==> config.mk <==
export PLATFORM = sky130hd
export DESIGN_NAME = bit_count_unit
export DESIGN_NICKNAME = d
export VERILOG_FILES = /design/src/rtl/bcu_pkg.sv /design/src/rtl/bcu_lead_zero.sv /design/src/rtl/bcu_popcount.sv /design/src/rtl/bit_count_unit.sv
export SDC_FILE = /design/constraint.sdc
export NUM_CORES = 1
export LEC_CHECK = 0
export ABC_AREA = 1
export BUFFER_PORTS_ARGS = -buffer_cell sky130_fd_sc_hd__clkbuf_2
export CORE_ASPECT_RATIO = 1.2
export CORE_MARGIN = 4
export CORE_UTILIZATION = 50
export CTS_BUF_LIST = sky130_fd_sc_hd__clkbuf_8
export CTS_CLUSTER_DIAMETER = 100
export DETAILED_ROUTE_END_ITERATION = 10
export MAX_ROUTING_LAYER = met4
export PLACE_DENSITY = 0.8
export SYNTH_ARGS = -nofsm -noshare
export SYNTH_HDL_FRONTEND = slang
export SYNTH_HIERARCHICAL = 1
export SYNTH_SLANG_ARGS = --single-unit
==> constraint.sdc <==
create_clock -name clk -period 14.88 [get_ports clk]
set_input_delay 2.976 -clock clk [delete_from_list [all_inputs] [get_ports clk]]
set_output_delay 2.976 -clock clk [all_outputs]
set_load 0.01 [all_outputs]
==> src/rtl/bcu_pkg.sv <==
package bcu_pkg;
    localparam int DATA_W = 64;
    localparam int HALF_W = DATA_W / 2;
    localparam int CNT_W  = $clog2(DATA_W + 1);
    localparam int IDX_W  = $clog2(DATA_W);

    typedef enum logic [1:0] {
        OPC_POP  = 2'd0,
        OPC_LEAD = 2'd1,
        OPC_TRAIL = 2'd2,
        OPC_ALT  = 2'd3
    } bcu_op_e;

    typedef struct packed {
        logic [CNT_W-1:0] count;
        logic             zf;
        logic             cf;
        logic [IDX_W-1:0] fwd;
        logic [IDX_W-1:0] rev;
    } bcu_result_t;

    function automatic logic is_scan_op(input bcu_op_e op);
        return (op == OPC_LEAD) || (op == OPC_TRAIL);
    endfunction
endpackage

==> src/rtl/bcu_lead_zero.sv <==
module bcu_lead_zero #(
    parameter int W  = 64,
    parameter int CW = $clog2(W + 1)
) (
    input  logic [W-1:0]  vec,
    output logic [CW-1:0] cnt
);
    // Later (higher) set bits overwrite earlier ones: highest set bit wins.
    always_comb begin
        cnt = CW'(W);
        for (int i = 0; i < W; i++) begin
            if (vec[i]) cnt = CW'(W - 1 - i);
        end
    end
endmodule

==> src/rtl/bcu_popcount.sv <==
module bcu_popcount #(
    parameter int W  = 64,
    parameter int CW = $clog2(W + 1)
) (
    input  logic [W-1:0]  vec,
    output logic [CW-1:0] cnt
);
    always_comb begin
        cnt = '0;
        for (int i = 0; i < W; i++) begin
            cnt = cnt + CW'(vec[i]);
        end
    end
endmodule

==> src/rtl/bit_count_unit.sv <==
module bit_count_unit
    import bcu_pkg::*;
(
    input  logic              clk,
    input  logic              rst,
    input  logic              in_valid,
    output logic              in_ready,
    input  logic [1:0]        in_op,
    input  logic              in_wide,
    input  logic [DATA_W-1:0] in_src,
    output logic              out_valid,
    input  logic              out_ready,
    output logic [CNT_W-1:0]  out_count,
    output logic              out_zf,
    output logic              out_cf,
    output logic [IDX_W-1:0]  out_fwd,
    output logic [IDX_W-1:0]  out_rev
);
    logic [DATA_W-1:0] opnd, opnd_flip;
    logic [CNT_W-1:0]  lead_full, trail_full, pop_cnt;
    logic [CNT_W-1:0]  lead_cnt, trail_cnt;
    logic              src_zero, take;
    bcu_op_e           op;
    bcu_result_t       nxt, res_q;
    logic              valid_q;

    assign op   = bcu_op_e'(in_op);
    assign opnd = in_wide ? in_src : {{HALF_W{1'b0}}, in_src[HALF_W-1:0]};

    // Bit reversal turns the trailing scan into a second leading scan.
    for (genvar g = 0; g < DATA_W; g++) begin : g_flip
        assign opnd_flip[g] = opnd[DATA_W-1-g];
    end

    bcu_lead_zero #(.W(DATA_W), .CW(CNT_W)) u_lead (.vec(opnd),      .cnt(lead_full));
    bcu_lead_zero #(.W(DATA_W), .CW(CNT_W)) u_trail(.vec(opnd_flip), .cnt(trail_full));
    bcu_popcount  #(.W(DATA_W), .CW(CNT_W)) u_pop  (.vec(opnd),      .cnt(pop_cnt));

    assign src_zero  = ~|opnd;
    assign lead_cnt  = in_wide ? lead_full : lead_full - CNT_W'(HALF_W);
    assign trail_cnt = (!in_wide && src_zero) ? CNT_W'(HALF_W) : trail_full;

    always_comb begin
        unique case (op)
            OPC_LEAD:  nxt.count = lead_cnt;
            OPC_TRAIL: nxt.count = trail_cnt;
            default:   nxt.count = pop_cnt;
        endcase
        nxt.zf  = (nxt.count == '0);
        nxt.cf  = is_scan_op(op) && src_zero;
        nxt.fwd = src_zero ? '0 : trail_full[IDX_W-1:0];
        nxt.rev = src_zero ? '0 : IDX_W'(CNT_W'(DATA_W - 1) - lead_full);
    end

    assign in_ready = !valid_q || out_ready;
    assign take     = in_valid && in_ready;

    always_ff @(posedge clk) begin
        if (rst) begin
            valid_q <= 1'b0;
            res_q   <= '0;
        end else begin
            if (take) begin
                res_q   <= nxt;
                valid_q <= 1'b1;
            end else if (out_ready) begin
                valid_q <= 1'b0;
            end
        end
    end

    assign out_valid = valid_q;
    assign out_count = res_q.count;
    assign out_zf    = res_q.zf;
    assign out_cf    = res_q.cf;
    assign out_fwd   = res_q.fwd;
    assign out_rev   = res_q.rev;
endmodule

==> Word-level counts from Yosys, hierarchy flattened <==
Index checks and enable logic that the tools add are counted.
{ "totals": {"input_bits": 71, "ff_bits": 22, "mem_count": 0, "rom_bits": 0, "wordCells": 220, "out_inout_bits": 23, "ram_bits": 0, "latchBits": 0} }
{ "classes": {"n_mul": 0, "n_mux": 136, "n_lt_le_gt_ge": 0, "n_eq_ne": 2, "shifts": 0, "div": 0, "n_reduce_logical": 11, "addsub": 65, "bitwise": 0} }
{ "op_table": {"columns": ["operator", "n"], "rows": [
  ["$mux 7", 130],
  ["$add 7x1->7", 62],
  ["$mux 64", 1],
  ["$reduce_or 64->1", 1],
  ["$pmux 7 s2", 1],
  ["$mux 6", 2],
  ["$logic_not 7->1", 1],
  ["$sub 7x6->7 const B", 1],
  ["$sub 6x6->6 const A", 1],
  ["$logic_and 1x1->1", 3],
  ["$logic_not 1->1", 3],
  ["$add 1x1->2", 1],
  ["$eq 2x1->1 const B", 1],
  ["$eq 2x2->1 const B", 1],
  ["$logic_or 1x1->1", 2],
  ["$mux 1", 2],
  ["$reduce_bool 2->1", 1]
]} }

==> Longest topological paths before layout <==
Gate-level depths: netlist (run 1).
{ "logic_depth": {"word_depth": 69, "depth_mapped": 76, "mapped_depth_nobuf": 74} }

==> Hierarchy <==
The synthesis (run 1) kept the hierarchy.
{ "modules_own_cells": {"columns": ["module", "area_per_inst_um2", "cells_per_inst", "seq_area_each_um2", "instances"], "rows": [
  ["bcu_lead_zero", 1029.7, 226, 0.0, 2],
  ["bcu_popcount", 1707.9, 179, 0.0, 1],
  ["bit_count_unit", 1667.8, 292, 440.4, 1]
]} }

==> Least setup slack after synthesis (run 1) <==
Ideal clock, no wire load.
{ "synth_timing": {"kind": "input to register", "startpoint": "input port in_wide", "endpoint": "register res_q (netlist bit out_zf)", "n_path_buf": 2, "setup_time_ns": 0.066, "cell_stages": 29, "setup_slack_ns": 5.714, "arrival_time_ns": 9.100, "t_required_ns": 14.814, "path_cell_list": "buf_6 -> buf_6 -> nand2_1 -> inv_1 -> inv_1 -> fa_1 -> fa_1 -> inv_1 -> fa_1 -> inv_1 -> fa_1 -> inv_1 -> fa_1 -> inv_1 -> fa_1 -> fa_1 -> fa_1 -> inv_1 -> ha_1 -> fa_1 -> nand3_1 -> nand2_1 -> xor2_1 -> or2_2 -> nand2_1 -> nand2_1 -> nor2_1 -> nand2_1 -> a21oi_2"} }
{ "synth_between": {"word_cells_on_any_way": 138, "classes_between": "33 x add/sub; 100 x mux; 5 x reduce/logical"} }
{ "synth_rtl": {"columns": ["element", "line_no", "source"], "rows": [
  ["start, declared", "bit_count_unit.sv:9", "input logic in_wide,"],
  ["$mux 64", "bit_count_unit.sv:28", "assign opnd = in_wide ? in_src : {{HALF_W{1'b0}}, in_src[HALF_W-1:0]};"],
  ["via opnd[59]", "bit_count_unit.sv:19", "logic [DATA_W-1:0] opnd, opnd_flip;"],
  ["$add 7x1->7 (5 in series)", "bcu_popcount.sv:11", "cnt = cnt + CW'(vec[i]);"],
  ["via pop_cnt[4]", "bit_count_unit.sv:20", "logic [CNT_W-1:0] lead_full, trail_full, pop_cnt;"],
  ["$pmux 7 s2", "bit_count_unit.sv:44", "unique case (op)"],
  ["$logic_not 7->1", "bit_count_unit.sv:49", "nxt.zf = (nxt.count == '0);"],
  ["end signal, assigned", "bit_count_unit.sv:64", "res_q <= nxt;"],
  ["end, declared", "bit_count_unit.sv:24", "bcu_result_t nxt, res_q;"]
]} }
The timed path passes the listed nets, and every way through them passes these cells.
A chain may end at the register's enable or synchronous reset.

==> Worst setup path in the final report (run 1) <==
Ends and elaborated chain as after synthesis.

==> flow_summary.rst, run 1 <==
.. list-table::
   :header-rows: 1

   * - Metric
     - Value
   * - Status
     - finished, final reports clean
   * - Num Clock Sinks
     - 22
   * - Final number of setup-violating endpoints
     - 0
   * - Signal arrival time at the worst endpoint
     - 9.81 ns
   * - Critical Setup Path Class
     - in -> reg
   * - Wire length of the first global-routing pass
     - 20,300 um
   * - Critical Path Sink Type
     - register
   * - Highest achievable clock rate
     - 104 MHz
   * - Share of layout cells above drive strength 1
     - 0.140
   * - CTS H-tree lvls
     - 1
   * - Cell area after synthesis
     - 5440 sq um
   * - Net switching power
     - 0.730 mW
   * - Critical R2R Capture
     - out_zf
   * - Horizontal die dimension
     - 103 um
   * - WL/cell
     - 10.5 um
   * - Hold buffer count at cts
     - 0
   * - Initial antenna violation count
     - 0
   * - Register bit total from synthesis
     - 22
   * - Starting utilization of the core area
     - 0.514
   * - Latest clock arrival within the worst-skew pair
     - 0.26 ns
   * - Post-placement setup slack
     - 4.98 ns
   * - Crit-path leading delay family
     - adder cells
   * - Part of the Yosys area used for sequential elements
     - 0.0810
   * - Maximum clock skew at final layout
     - 0.00346 ns
   * - IO Count
     - 94
   * - Total power divided by cell area
     - 230 nW/um^2
   * - Hold Violations, Final
     - 0
   * - Clk root buf
     - sky130_fd_sc_hd__clkbuf_8
   * - Worst endpoint required time
     - 15.08 ns
   * - Relative contribution of combinational cells to total power
     - 0.919
   * - Residual antenna-violating net count after detailed routing
     - 0
   * - Start point of the worst min-delay path
     - out_cf
   * - Fin nets
     - 1,153
   * - Final wirelength
     - 12,000 um
   * - Leakage dissipation
     - 3.80 nW
   * - Final Core Density
     - 0.569
   * - Relative contribution of the clock network to total power
     - 0.026
   * - Yosys warnings
     - 6
   * - Most frequent cells in the layout
     - 287 x sky130_fd_sc_hd__nand2_1, 250 x sky130_fd_sc_hd__inv_1, 120 x sky130_fd_sc_hd__nor2_1
   * - Share of the clock period used by the worst path
     - 0.646
   * - Core ar.
     - 10,600 sq um
   * - Worst path setup slack after routing
     - 5.27 ns
   * - Maximum number of pins on one net before global-route repair
     - 36
   * - Global-route usage over all layers
     - 0.201
   * - Critical Path Slowest Stage Cell
     - sky130_fd_sc_hd__clkbuf_2
   * - Transition time at the pin with the least slew margin
     - 0.730 ns
   * - Number of CTS-inserted buffers
     - 3
   * - Startpoint of the lowest-slack register-to-register path
     - out_valid
   * - Post-route worst hold slack
     - 0.465 ns
   * - Placer's final routability congestion estimate
     - 0.879
   * - Xor/xnor share of the synthesized area
     - 0.00483
   * - Crit path time final
     - 9.61 ns
   * - Post-route DRC violation count
     - 0
   * - Highest net fanout along the worst path
     - 35
   * - Die height
     - 122 um
   * - Maximum vdd drop
     - 0.205 mV
   * - Mapped Cells
     - 923
   * - Headroom to the max-slew limit
     - 0.513
   * - Via count
     - 5,260
   * - DPL Wire Length
     - 10,600 um
   * - Number of violations of the max-capacitance limit
     - 0
   * - Adder and majority gate portion of the synthesized area
     - 0.238
   * - Worst Reg2Reg Path Length in Cells
     - 9
   * - Overflow left after global routing
     - 0
   * - Synth unique cells
     - 31
   * - Post-Synthesis Mean Instance Area
     - 5.89 sq um
   * - Area added between synthesis and finish
     - 10.6%
   * - Ys flop type
     - sky130_fd_sc_hd__dfxtp_1
   * - Count of flip-flops with a built-in enable after synthesis
     - 0
   * - Area fraction in and, or, nand and nor cells after synthesis
     - 0.347
   * - Clock-pin slew of the registers on the worst-case setup and hold paths
     - 0.08 ns
   * - Worst Setup Start Kind
     - input pin
   * - Sum of buffers and inverters on the critical path
     - 8
   * - Setup repair after global routing missed its margin
     - no
   * - Clock tree buffer depth
     - 2
   * - Switching Share
     - 0.528
   * - Worst Hold Path Cells
     - 2
   * - Number of cell rows
     - 41
   * - Total nets after synthesis
     - 1,065
   * - Dominant combinational cell family by area after synthesis
     - simple AND/OR/NAND/NOR gates
   * - Multiplexer area fraction after synthesis
     - 0
   * - Total number of cells along the worst setup path
     - 28
   * - CTS tree
     - built
   * - Iter 0 DRT Violations
     - 230
   * - Max-slew violation count
     - 0
   * - Internal power component
     - 0.652 mW
   * - Number of antenna repair diodes
     - 0
   * - Post-synthesis compound-gate area fraction
     - 0.0836
   * - Ys async rst share
     - 0
   * - Worst-case register-to-register setup slack
     - 12.83 ns
   * - Number of vias per cell after detailed routing
     - 4.62
   * - Commonest non-fill, non-tap cell in the layout
     - sky130_fd_sc_hd__nand2_1
   * - Post-CTS Setup Repair Bufs
     - 0
   * - CP max stage delay
     - 0.55 ns
   * - Cell type with the highest occurrence count on the critical path
     - sky130_fd_sc_hd__fa_1
   * - Die ar.
     - 12,600 sq um
   * - Cells resized by post-CTS repair
     - 0
   * - Power share of the sequential group
     - 0.054
   * - IO buf count
     - 93
   * - Hold path endpoint
     - out_cf
   * - Total iterations of the first detailed-routing run
     - 5
   * - Number of global-route vias before repair
     - 4,673
   * - Setup Total Neg Slack
     - 0 ns
   * - Worst hold path class
     - reg -> reg
[routing by layer]
| layer | GRT usage | vias to the layer above | part of all wire |
|---|---|---|---|
| li1 | - | 2838 | - |
| met1 | 0.264 | 2310 | 0.44 |
| met2 | 0.351 | 104 | 0.51 |
| met3 | 0.0148 | 8 | 0.045 |
| met4 | 0.0243 | 0 | 0.0099 |
| met5 | - | - | 0 |
[worst min-delay path: stages, from the launching register on]
cell and delay, ns:
sky130_fd_sc_hd__dfxtp_1 0.31, sky130_fd_sc_hd__nand2_1 0.06, sky130_fd_sc_hd__a21oi_1 0.05
[logic make-up (layout without fill, tap and decap cells)]
group / after synthesis / count (layout)
fa+ha+maj: 71 / 71
buf+inv: 283 / 369
simple gates: 468 / 468
flops: 22 / 22
compound gates: 76 / 76
xor+xnor: 3 / 3
[metrics by stage]
stage / std cells / cell area (sq um) / power, mW
global route: 1138 / 6010 / 1.60
finish: 1138 / 6010 / 1.38
global placement: 1135 / 5970 / 1.33
floorplan: 923 / 5440 / 1.13
detailed placement: 1135 / 5970 / 1.34
CTS: 1138 / 6010 / 1.39
[flip-flops by register name, summed over array words and instances, names as in the netlist]
register	flops
out_count	7
out_fwd	6
out_rev	6
out_cf	1
out_valid	1
out_zf	1
[power groups by stage]
stage	registers [mW]	logic (mW)	clock network, mW
final	0.0748	1.27	0.0366
after global routing	0.0760	1.49	0.0393
after CTS	0.0746	1.27	0.0375
after detailed placement	0.0757	1.26	0
after global placement	0.0758	1.26	0
after floorplan	0.0798	1.05	0
[worst max-delay path by stage]
stage / start / to / slack, ns
after floorplan: in_wide / out_zf / 5.71
after global placement: in_wide / out_zf / 5.08
after detailed placement: in_wide / out_zf / 4.98
after CTS: in_wide / out_zf / 5.26
after global routing: in_wide / out_zf / 4.83
final: in_wide / out_zf / 5.27
[layout make-up]
type	count	area [sq um]
clock buffers	3	41.3
fillers	1088	4560
flip-flops and latches	22	440
well taps	129	161
multi-input cells	618	3660
repair buffers	93	465
inverters	273	1240
[Yosys cell counts, types with 3 or more instances]
library cell,number,area share
sky130_fd_sc_hd__nor2_1,120,0.083
sky130_fd_sc_hd__inv_1,250,0.17
sky130_fd_sc_hd__inv_2,6,0.0041
sky130_fd_sc_hd__clkbuf_1,4,0.0028
sky130_fd_sc_hd__nand3_1,28,0.026
sky130_fd_sc_hd__a211oi_1,3,0.0041
sky130_fd_sc_hd__nor4_1,8,0.0092
sky130_fd_sc_hd__nand2_1,287,0.20
sky130_fd_sc_hd__o311ai_0,6,0.0097
sky130_fd_sc_hd__buf_6,5,0.010
sky130_fd_sc_hd__xor2_1,3,0.0048
sky130_fd_sc_hd__o21ai_0,20,0.018
sky130_fd_sc_hd__a21oi_2,3,0.0048
sky130_fd_sc_hd__dfxtp_1,22,0.081
sky130_fd_sc_hd__ha_1,17,0.039
sky130_fd_sc_hd__nor3_1,4,0.0037
sky130_fd_sc_hd__nand2_2,12,0.014
sky130_fd_sc_hd__bufinv_8,16,0.052
sky130_fd_sc_hd__a21boi_0,4,0.0055
sky130_fd_sc_hd__or2_2,5,0.0058
sky130_fd_sc_hd__a21oi_1,30,0.028
sky130_fd_sc_hd__a22oi_1,5,0.0069
sky130_fd_sc_hd__fa_1,54,0.20
No activity file was read; power rests on OpenSTA's default activity.
==> run 2: changes to the inputs <==
--- a/config.mk
+++ b/config.mk
@@ -5,7 +5,7 @@
 export SDC_FILE = /design/constraint.sdc
 export NUM_CORES = 1
 export LEC_CHECK = 0
-export ABC_AREA = 1
+export ABC_AREA = 0
 export BUFFER_PORTS_ARGS = -buffer_cell sky130_fd_sc_hd__clkbuf_2
 export CORE_ASPECT_RATIO = 1.2
 export CORE_MARGIN = 4
@@ -14,7 +14,7 @@
 export CTS_CLUSTER_DIAMETER = 100
 export DETAILED_ROUTE_END_ITERATION = 10
 export MAX_ROUTING_LAYER = met4
-export PLACE_DENSITY = 0.8
+export PLACE_DENSITY = 0.84
 export SYNTH_ARGS = -nofsm -noshare
 export SYNTH_HDL_FRONTEND = slang
 export SYNTH_HIERARCHICAL = 1
==> constraint.sdc (replaced) <==
create_clock -name clk -period 8.6 [get_ports clk]
set_input_delay 1.72 -clock clk [delete_from_list [all_inputs] [get_ports clk]]
set_output_delay 1.72 -clock clk [all_outputs]
set_load 0.01 [all_outputs]
==> flow_summary.rst, run 2 <==
.. list-table::
   :header-rows: 1

   * - Metric
     - Value
   * - Initial antenna violation count
     - 0 (unchanged)
   * - Ys flop type
     - sky130_fd_sc_hd__dfxtp_1
   * - Headroom to the max-slew limit
     - 0.385 (-0.128)
   * - Adder and majority gate portion of the synthesized area
     - 0.264 (+0.0256)
   * - Worst Setup Start Kind
     - input pin
   * - Worst hold path class
     - reg -> reg
   * - Number of violations of the max-capacitance limit
     - 0 (unchanged)
   * - Critical Path Slowest Stage Cell
     - sky130_fd_sc_hd__fa_1
   * - Ys async rst share
     - 0 (unchanged)
   * - Highest net fanout along the worst path
     - 21 (-40%)
   * - Share of the clock period used by the worst path
     - 0.975
   * - Count of flip-flops with a built-in enable after synthesis
     - 0 (unchanged)
   * - CP max stage delay
     - 0.55 ns (about the same)
   * - CTS tree
     - built
   * - Critical path cell sequence
     - clkbuf_4 -> buf_8 -> and2_1 -> fa_1 -> inv_1 -> fa_1 -> fa_1 -> fa_1 -> inv_1 -> fa_1 -> inv_1 -> fa_1 -> fa_1 -> fa_1 -> inv_1 -> ha_2 -> buf_4 -> a21o_1 -> a21oi_1 -> xnor2_1 -> a221o_1 -> or4_4 -> a211o_1 -> o31ai_2
   * - IO Count
     - 94 (unchanged)
   * - Post-synthesis compound-gate area fraction
     - 0.220 (+0.136)
   * - Area fraction in and, or, nand and nor cells after synthesis
     - 0.323 (-0.0236)
   * - Hold buffer count at cts
     - 0 (unchanged)
   * - Fin nets
     - 918 (-20%)
   * - Cell type with the highest occurrence count on the critical path
     - sky130_fd_sc_hd__fa_1
   * - Cell type with the largest total area after synthesis
     - sky130_fd_sc_hd__fa_1
   * - Number of CTS-inserted buffers
     - 3 (unchanged)
   * - WL/cell
     - 17.9 um (+71%)
   * - CTS H-tree lvls
     - 1 (unchanged)
   * - Post-placement setup slack
     - -0.236 ns (-5.22 ns)
   * - Total iterations of the first detailed-routing run
     - 5 (unchanged)
   * - Mapped Cells
     - 659 (-29%)
   * - Area occupied by multi-input gates
     - 4010 sq um (+9.7%)
   * - Worst endpoint required time
     - 8.78 ns (-6.30 ns)
   * - Sum of buffers and inverters on the critical path
     - 7 (-1)
   * - Leading cell type by number of instances after synthesis
     - sky130_fd_sc_hd__inv_1
   * - Sequential cell area
     - 440 sq um (unchanged)
   * - Fill cells
     - 913 (-16%)
   * - Status
     - finished, final reports clean
   * - Num Clock Sinks
     - 22 (unchanged)
   * - Via count
     - 5,339 (+1.5%)
   * - Horizontal die dimension
     - 98.4 um (-4.6%)
   * - Overflow left after global routing
     - 0 (unchanged)
   * - IO buf count
     - 93 (unchanged)
   * - Wire length of the first global-routing pass
     - 25,600 um (+26%)
   * - Post-Synthesis Mean Instance Area
     - 7.45 sq um (+26%)
   * - Post-route DRC violation count
     - 0 (unchanged)
   * - Placer's final routability congestion estimate
     - 0.966 (+9.9%)
   * - Commonest non-fill, non-tap cell in the layout
     - sky130_fd_sc_hd__inv_1
   * - Yosys top cell area share
     - 0.220 (+0.0214)
   * - Multiplexer area fraction after synthesis
     - 0 (unchanged)
   * - Crit-path leading delay family
     - adder cells
   * - Latest clock arrival within the worst-skew pair
     - 0.26 ns (about the same)
   * - Total nets after synthesis
     - 801 (-25%)
   * - Xor/xnor share of the synthesized area
     - 0.00714 (+0.00230)
   * - Setup repair after global routing missed its margin
     - no
   * - Most used standard cells in the synthesized netlist
     - 107 x sky130_fd_sc_hd__inv_1, 65 x sky130_fd_sc_hd__nor2_1, 54 x sky130_fd_sc_hd__fa_1
   * - Die height
     - 117 um (-4.7%)
   * - Signal arrival time at the worst endpoint
     - 8.56 ns (-1.25 ns)
   * - Die ar.
     - 11,500 sq um (-9.0%)
   * - DPL Wire Length
     - 13,700 um (+29%)
   * - Number of global-route vias before repair
     - 5,256 (+12%)
   * - Number of vias per cell after detailed routing
     - 5.95 (+29%)
   * - Number of antenna repair diodes
     - 0 (unchanged)
   * - Global-route usage over all layers
     - 0.284 (+0.0822)
   * - Cell area after layout
     - 5780 sq um (-3.9%)
   * - Most area-consuming cells after synthesis
     - sky130_fd_sc_hd__fa_1 22%, sky130_fd_sc_hd__dfxtp_1 9.0%, sky130_fd_sc_hd__inv_1 8.2%
   * - Cell area after synthesis
     - 4910 sq um (-9.7%)
   * - Area added between synthesis and finish
     - 17.8%
   * - Register bit total from synthesis
     - 22 (unchanged)
   * - Most frequent cells in the layout
     - 107 x sky130_fd_sc_hd__inv_1, 92 x sky130_fd_sc_hd__clkbuf_2, 65 x sky130_fd_sc_hd__nor2_1
   * - Dominant combinational cell family by area after synthesis
     - simple AND/OR/NAND/NOR gates
   * - Worst-case register-to-register setup slack
     - 6.71 ns (-6.12 ns)
   * - Share of layout cells above drive strength 1
     - 0.201 (+0.0615)
   * - Maximum clock skew at final layout
     - 0.00491 ns (+0.00144 ns)
   * - Worst path setup slack after routing
     - 0.219 ns (-5.05 ns)
   * - Highest achievable clock rate
     - 119 MHz
   * - Clock tree buffer depth
     - 2 (unchanged)
   * - Maximum number of pins on one net before global-route repair
     - 26 (-28%)
   * - Final wirelength
     - 16,100 um (+35%)
   * - Crit path time final
     - 8.38 ns
   * - Critical Setup Path Class
     - in -> reg
   * - Iter 0 DRT Violations
     - 330 (+43%)
   * - Clk root buf
     - sky130_fd_sc_hd__clkbuf_8
   * - Residual antenna-violating net count after detailed routing
     - 0 (unchanged)
   * - Area after DPL
     - 5700 sq um (-4.5%)
   * - Starting utilization of the core area
     - 0.513 (-0.00124)
   * - Transition time at the pin with the least slew margin
     - 0.907 ns (+0.177 ns)
   * - Max-slew violation count
     - 0 (unchanged)
   * - Hold Violations, Final
     - 0 (unchanged)
   * - Yosys warnings
     - 6 (unchanged)
   * - Part of the Yosys area used for sequential elements
     - 0.0898 (+0.00872)
   * - Critical Path Sink Type
     - register
   * - Clock-pin slew of the registers on the worst-case setup and hold paths
     - 0.08 ns (about the same)
   * - Final number of setup-violating endpoints
     - 0 (unchanged)
   * - Number of cell rows
     - 39 (-4.9%)
   * - Max reg flops
     - 7 (unchanged)
   * - Synth unique cells
     - 62 (+100%)
   * - Core ar.
     - 9560 sq um (-9.5%)
[run 2: cell count changes after synthesis, moves of 12 or more]
cell	previous run	this run
sky130_fd_sc_hd__nand2_1	287	36
sky130_fd_sc_hd__inv_1	250	107
sky130_fd_sc_hd__nor2_1	120	65
sky130_fd_sc_hd__nor4_1	8	42
sky130_fd_sc_hd__and2_1	0	33
sky130_fd_sc_hd__nor3_1	4	31
sky130_fd_sc_hd__nand3_1	28	10
sky130_fd_sc_hd__bufinv_8	16	0
sky130_fd_sc_hd__a21oi_1	30	44
sky130_fd_sc_hd__nand2_2	12	0
sky130_fd_sc_hd__nor2b_1	0	12
[run 2: cell type report]
type,count,share of cell area
Multi-Input combinational cell,517,0.694
Timing Repair Buffer,125,0.124
Sequential cell,22,0.0762
Inverter,107,0.0695
Tap cell,123,0.0266
Clock buffer,4,0.00953
[run 2: path summary, 6_finish.rpt]
check / start / to / cells after the start
worst max-delay path: in_wide / out_zf / 24
worst min-delay path: out_rev[3] / out_rev[3] / 2
worst max register to register: out_valid / out_cf / 4
worst min register to register: out_rev[3] / out_rev[3] / 2
[run 2: repair_timing]
action                     4_1_cts  5_1_grt
setup endpoints to repair        0        1
gates resized for setup          0        7
setup buffers                    0        0
[run 2: logic make-up (layout without fill, tap and decap cells)]
group,after synthesis,after routing
AND/OR/NAND/NOR,284,284
XOR/XNOR,4,4
buffers and inverters,120,236
flip-flops,22,22
adder cells (fa/ha/maj),71,71
AO/OA/AOI/OAI,158,158
[run 2: routing by layer]
| metal | share of wire | vias up | track usage |
|---|---|---|---|
| met3 | 0.063 | 44 | 0.0293 |
| li1 | - | 2564 | - |
| met4 | 0.041 | 0 | 0.113 |
| met2 | 0.50 | 231 | 0.494 |
| met5 | 0 | - | - |
| met1 | 0.40 | 2500 | 0.338 |
[run 2: metrics by stage]
stage | setup TNS, ns | instances | utilization | hold WS (ns)
after floorplan | 0 | 659 | - | 0.476
after global placement | -0.0499 | 894 | 0.596 | 0.440
after detailed placement | -0.236 | 894 | 0.596 | 0.444
after CTS | 0 | 898 | 0.602 | 0.454
after global routing | 0 | 898 | 0.604 | 0.476
final | 0 | 898 | 0.604 | 0.453
[run 2: worst reg2reg max path, cell delays in order, from the launching register on]
cell                       delay (ns)
sky130_fd_sc_hd__dfxtp_1         0.31
sky130_fd_sc_hd__nand2b_1        0.20
sky130_fd_sc_hd__nand2_1         0.50
sky130_fd_sc_hd__or4_1           0.65
sky130_fd_sc_hd__a21oi_1         0.17
Power of run 2 is left out: the tool's default activity adds up to more than one toggle a clock period on the data nets, which glitch-free logic cannot reach.
==> run 3: changes to the inputs <==
--- a/config.mk
+++ b/config.mk
@@ -10,7 +10,7 @@
 export CORE_ASPECT_RATIO = 1.2
 export CORE_MARGIN = 4
 export CORE_UTILIZATION = 50
-export CTS_BUF_LIST = sky130_fd_sc_hd__clkbuf_8
+export CTS_BUF_LIST = sky130_fd_sc_hd__clkbuf_8 sky130_fd_sc_hd__clkbuf_16
 export CTS_CLUSTER_DIAMETER = 100
 export DETAILED_ROUTE_END_ITERATION = 10
 export MAX_ROUTING_LAYER = met4
==> flow_summary.rst, run 3 (same netlist as run 2, synthesis figures left out) <==
.. list-table::
   :header-rows: 1

   * - Metric
     - Value
   * - Headroom to the max-slew limit
     - 0.388 (+0.00242)
   * - Crit path time final
     - 8.39 ns (+0.0110 ns)
   * - Hold path endpoint
     - out_rev[3]
   * - Wire length of the first global-routing pass
     - 25,600 um (+0.22%)
   * - Share of layout cells above drive strength 1
     - 0.201 (unchanged)
   * - Placer's final routability congestion estimate
     - 0.966 (unchanged)
   * - Horizontal die dimension
     - 98.4 um (unchanged)
   * - Post-route worst hold slack
     - 0.450 ns (-0.00275 ns)
   * - Launching element of the worst setup path
     - in_wide
   * - Commonest non-fill, non-tap cell in the layout
     - sky130_fd_sc_hd__inv_1
   * - Worst Reg2Reg Path Length in Cells
     - 4 (unchanged)
   * - Post-placement setup slack
     - -0.236 ns (unchanged)
   * - DPL Wire Length
     - 13,700 um (unchanged)
   * - Clock tree buffer depth
     - 2 (unchanged)
   * - Worst hold path class
     - reg -> reg
   * - Worst Setup Start Kind
     - input pin
   * - Overflow left after global routing
     - 0 (unchanged)
   * - Highest net fanout along the worst path
     - 21 (unchanged)
   * - Share of the clock period used by the worst path
     - 0.976 (+0.00128)
   * - Latest clock arrival within the worst-skew pair
     - 0.26 ns (about the same)
   * - Number of CTS-inserted buffers
     - 3 (unchanged)
   * - Critical Path Sink Type
     - register
   * - Number of violations of the max-capacitance limit
     - 0 (unchanged)
   * - Worst path setup slack after routing
     - 0.208 ns (-0.0110 ns)
   * - Worst endpoint required time
     - 8.77 ns (about the same)
   * - Iter 0 DRT Violations
     - 341 (+3.3%)
   * - Startpoint of the lowest-slack register-to-register path
     - out_valid
   * - IO Count
     - 94 (unchanged)
   * - Critical Setup Path Class
     - in -> reg
   * - Total instance count after detailed placement
     - 894 (unchanged)
   * - Post-route DRC violation count
     - 0 (unchanged)
   * - Max-slew violation count
     - 0 (unchanged)
   * - Critical R2R Capture
     - out_cf
   * - Hold Violations, Final
     - 0 (unchanged)
   * - Die ar.
     - 11,500 sq um (unchanged)
   * - Hold buffer count at cts
     - 0 (unchanged)
   * - Starting utilization of the core area
     - 0.513 (unchanged)
   * - Maximum number of pins on one net before global-route repair
     - 26 (unchanged)
   * - Area added between synthesis and finish
     - 18.5%
   * - Number of antenna repair diodes
     - 0 (unchanged)
   * - Initial antenna violation count
     - 0 (unchanged)
   * - Fill cells
     - 911 (-0.22%)
   * - Die height
     - 117 um (unchanged)
   * - WL/cell
     - 18.0 um (+0.25%)
   * - CTS H-tree lvls
     - 1 (unchanged)
   * - Final wirelength
     - 16,100 um (+0.25%)
   * - Residual antenna-violating net count after detailed routing
     - 0 (unchanged)
   * - Most frequent cells in the layout
     - 107 x sky130_fd_sc_hd__inv_1, 92 x sky130_fd_sc_hd__clkbuf_2, 65 x sky130_fd_sc_hd__nor2_1
   * - Total iterations of the first detailed-routing run
     - 7 (+2)
   * - Final number of setup-violating endpoints
     - 0 (unchanged)
   * - Core ar.
     - 9560 sq um (unchanged)
   * - Start point of the worst min-delay path
     - out_rev[3]
   * - Fin nets
     - 918 (unchanged)
   * - Status
     - finished, final reports clean
   * - Transition time at the pin with the least slew margin
     - 0.904 ns (-0.00357 ns)
   * - Worst Hold Path Cells
     - 2 (unchanged)
   * - Num Clock Sinks
     - 22 (unchanged)
   * - Signal arrival time at the worst endpoint
     - 8.56 ns (about the same)
   * - Clk root buf
     - sky130_fd_sc_hd__clkbuf_16
   * - Highest achievable clock rate
     - 119 MHz (-0.13%)
   * - Maximum clock skew at final layout
     - 0.00414 ns (-0.000765 ns)
   * - Global-route usage over all layers
     - 0.285 (+0.00127)
   * - IO buf count
     - 93 (unchanged)
   * - Worst-case register-to-register setup slack
     - 6.70 ns (about the same)
   * - Number of vias per cell after detailed routing
     - 6.00 (+0.88%)
   * - Clock-pin slew of the registers on the worst-case setup and hold paths
     - 0.06 ns (-0.02 ns)
   * - Via count
     - 5,386 (+0.88%)
   * - Setup repair after global routing missed its margin
     - no
   * - Max reg flops
     - 7 (unchanged)
   * - Final instance count without filler cells
     - 898 (unchanged)
   * - Number of global-route vias before repair
     - 5,268 (+0.23%)
   * - Number of cell rows
     - 39 (unchanged)
   * - CTS tree
     - built
run 3: changes by cell type in the layout (fill, tap and decap cells not counted):
cell,change
sky130_fd_sc_hd__clkbuf_16,+3
sky130_fd_sc_hd__clkbuf_8,-3
run 3: how the worst max path moves through the flow:
stage,to,cells past startpoint
after global routing,out_zf,25
after global placement,out_zf,25
after detailed placement,out_zf,25
final,out_zf,24
after floorplan,out_zf,27
after CTS,out_zf,25
run 3: metal layers:
metal	up-vias	GRT usage	routed length [um]
met5	-	-	0
li1	2569	-	-
met3	52	0.0311	1020
met2	235	0.497	7920
met1	2530	0.338	6480
met4	0	0.113	698
run 3: repair_timing:
action | in CTS | in global routing
setup endpoints to repair | 0 | 1
setup buffers | 0 | 0
resized for setup | 0 | 7
run 3: stage by stage:
stage               instance area, sq um   util  TNS [ns]
floorplan                           4920      -         0
global placement                    5700  0.596   -0.0499
detailed placement                  5700  0.596    -0.236
CTS                                 5790  0.606         0
global route                        5810  0.608         0
finish                              5810  0.608         0
run 3: area by class of cell:
type,instances,area (sq um),share of cell area
Timing Repair Buffer,125,716,0.123
Multi-Input combinational cell,517,4010,0.690
Clock buffer,4,88.8,0.0153
Tap cell,123,154,0.0265
Inverter,107,402,0.0691
Sequential cell,22,440,0.0758
run 3: critical path: stages:
cell	delay (ns)
sky130_fd_sc_hd__clkbuf_4	0.16
sky130_fd_sc_hd__buf_8	0.15
sky130_fd_sc_hd__and2_1	0.16
sky130_fd_sc_hd__fa_1	0.54
sky130_fd_sc_hd__inv_1	0.05
sky130_fd_sc_hd__fa_1	0.55
sky130_fd_sc_hd__fa_1	0.47
sky130_fd_sc_hd__fa_1	0.55
sky130_fd_sc_hd__inv_1	0.05
sky130_fd_sc_hd__fa_1	0.47
sky130_fd_sc_hd__inv_1	0.06
sky130_fd_sc_hd__fa_1	0.53
sky130_fd_sc_hd__fa_1	0.44
sky130_fd_sc_hd__fa_1	0.49
sky130_fd_sc_hd__inv_1	0.04
sky130_fd_sc_hd__ha_2	0.18
sky130_fd_sc_hd__buf_4	0.14
sky130_fd_sc_hd__a21o_1	0.17
sky130_fd_sc_hd__a21oi_1	0.17
sky130_fd_sc_hd__xnor2_1	0.12
sky130_fd_sc_hd__a221o_1	0.37
sky130_fd_sc_hd__or4_4	0.52
sky130_fd_sc_hd__a211o_1	0.29
sky130_fd_sc_hd__o31ai_2	0.18
Power of run 3 is left out for the same reason.
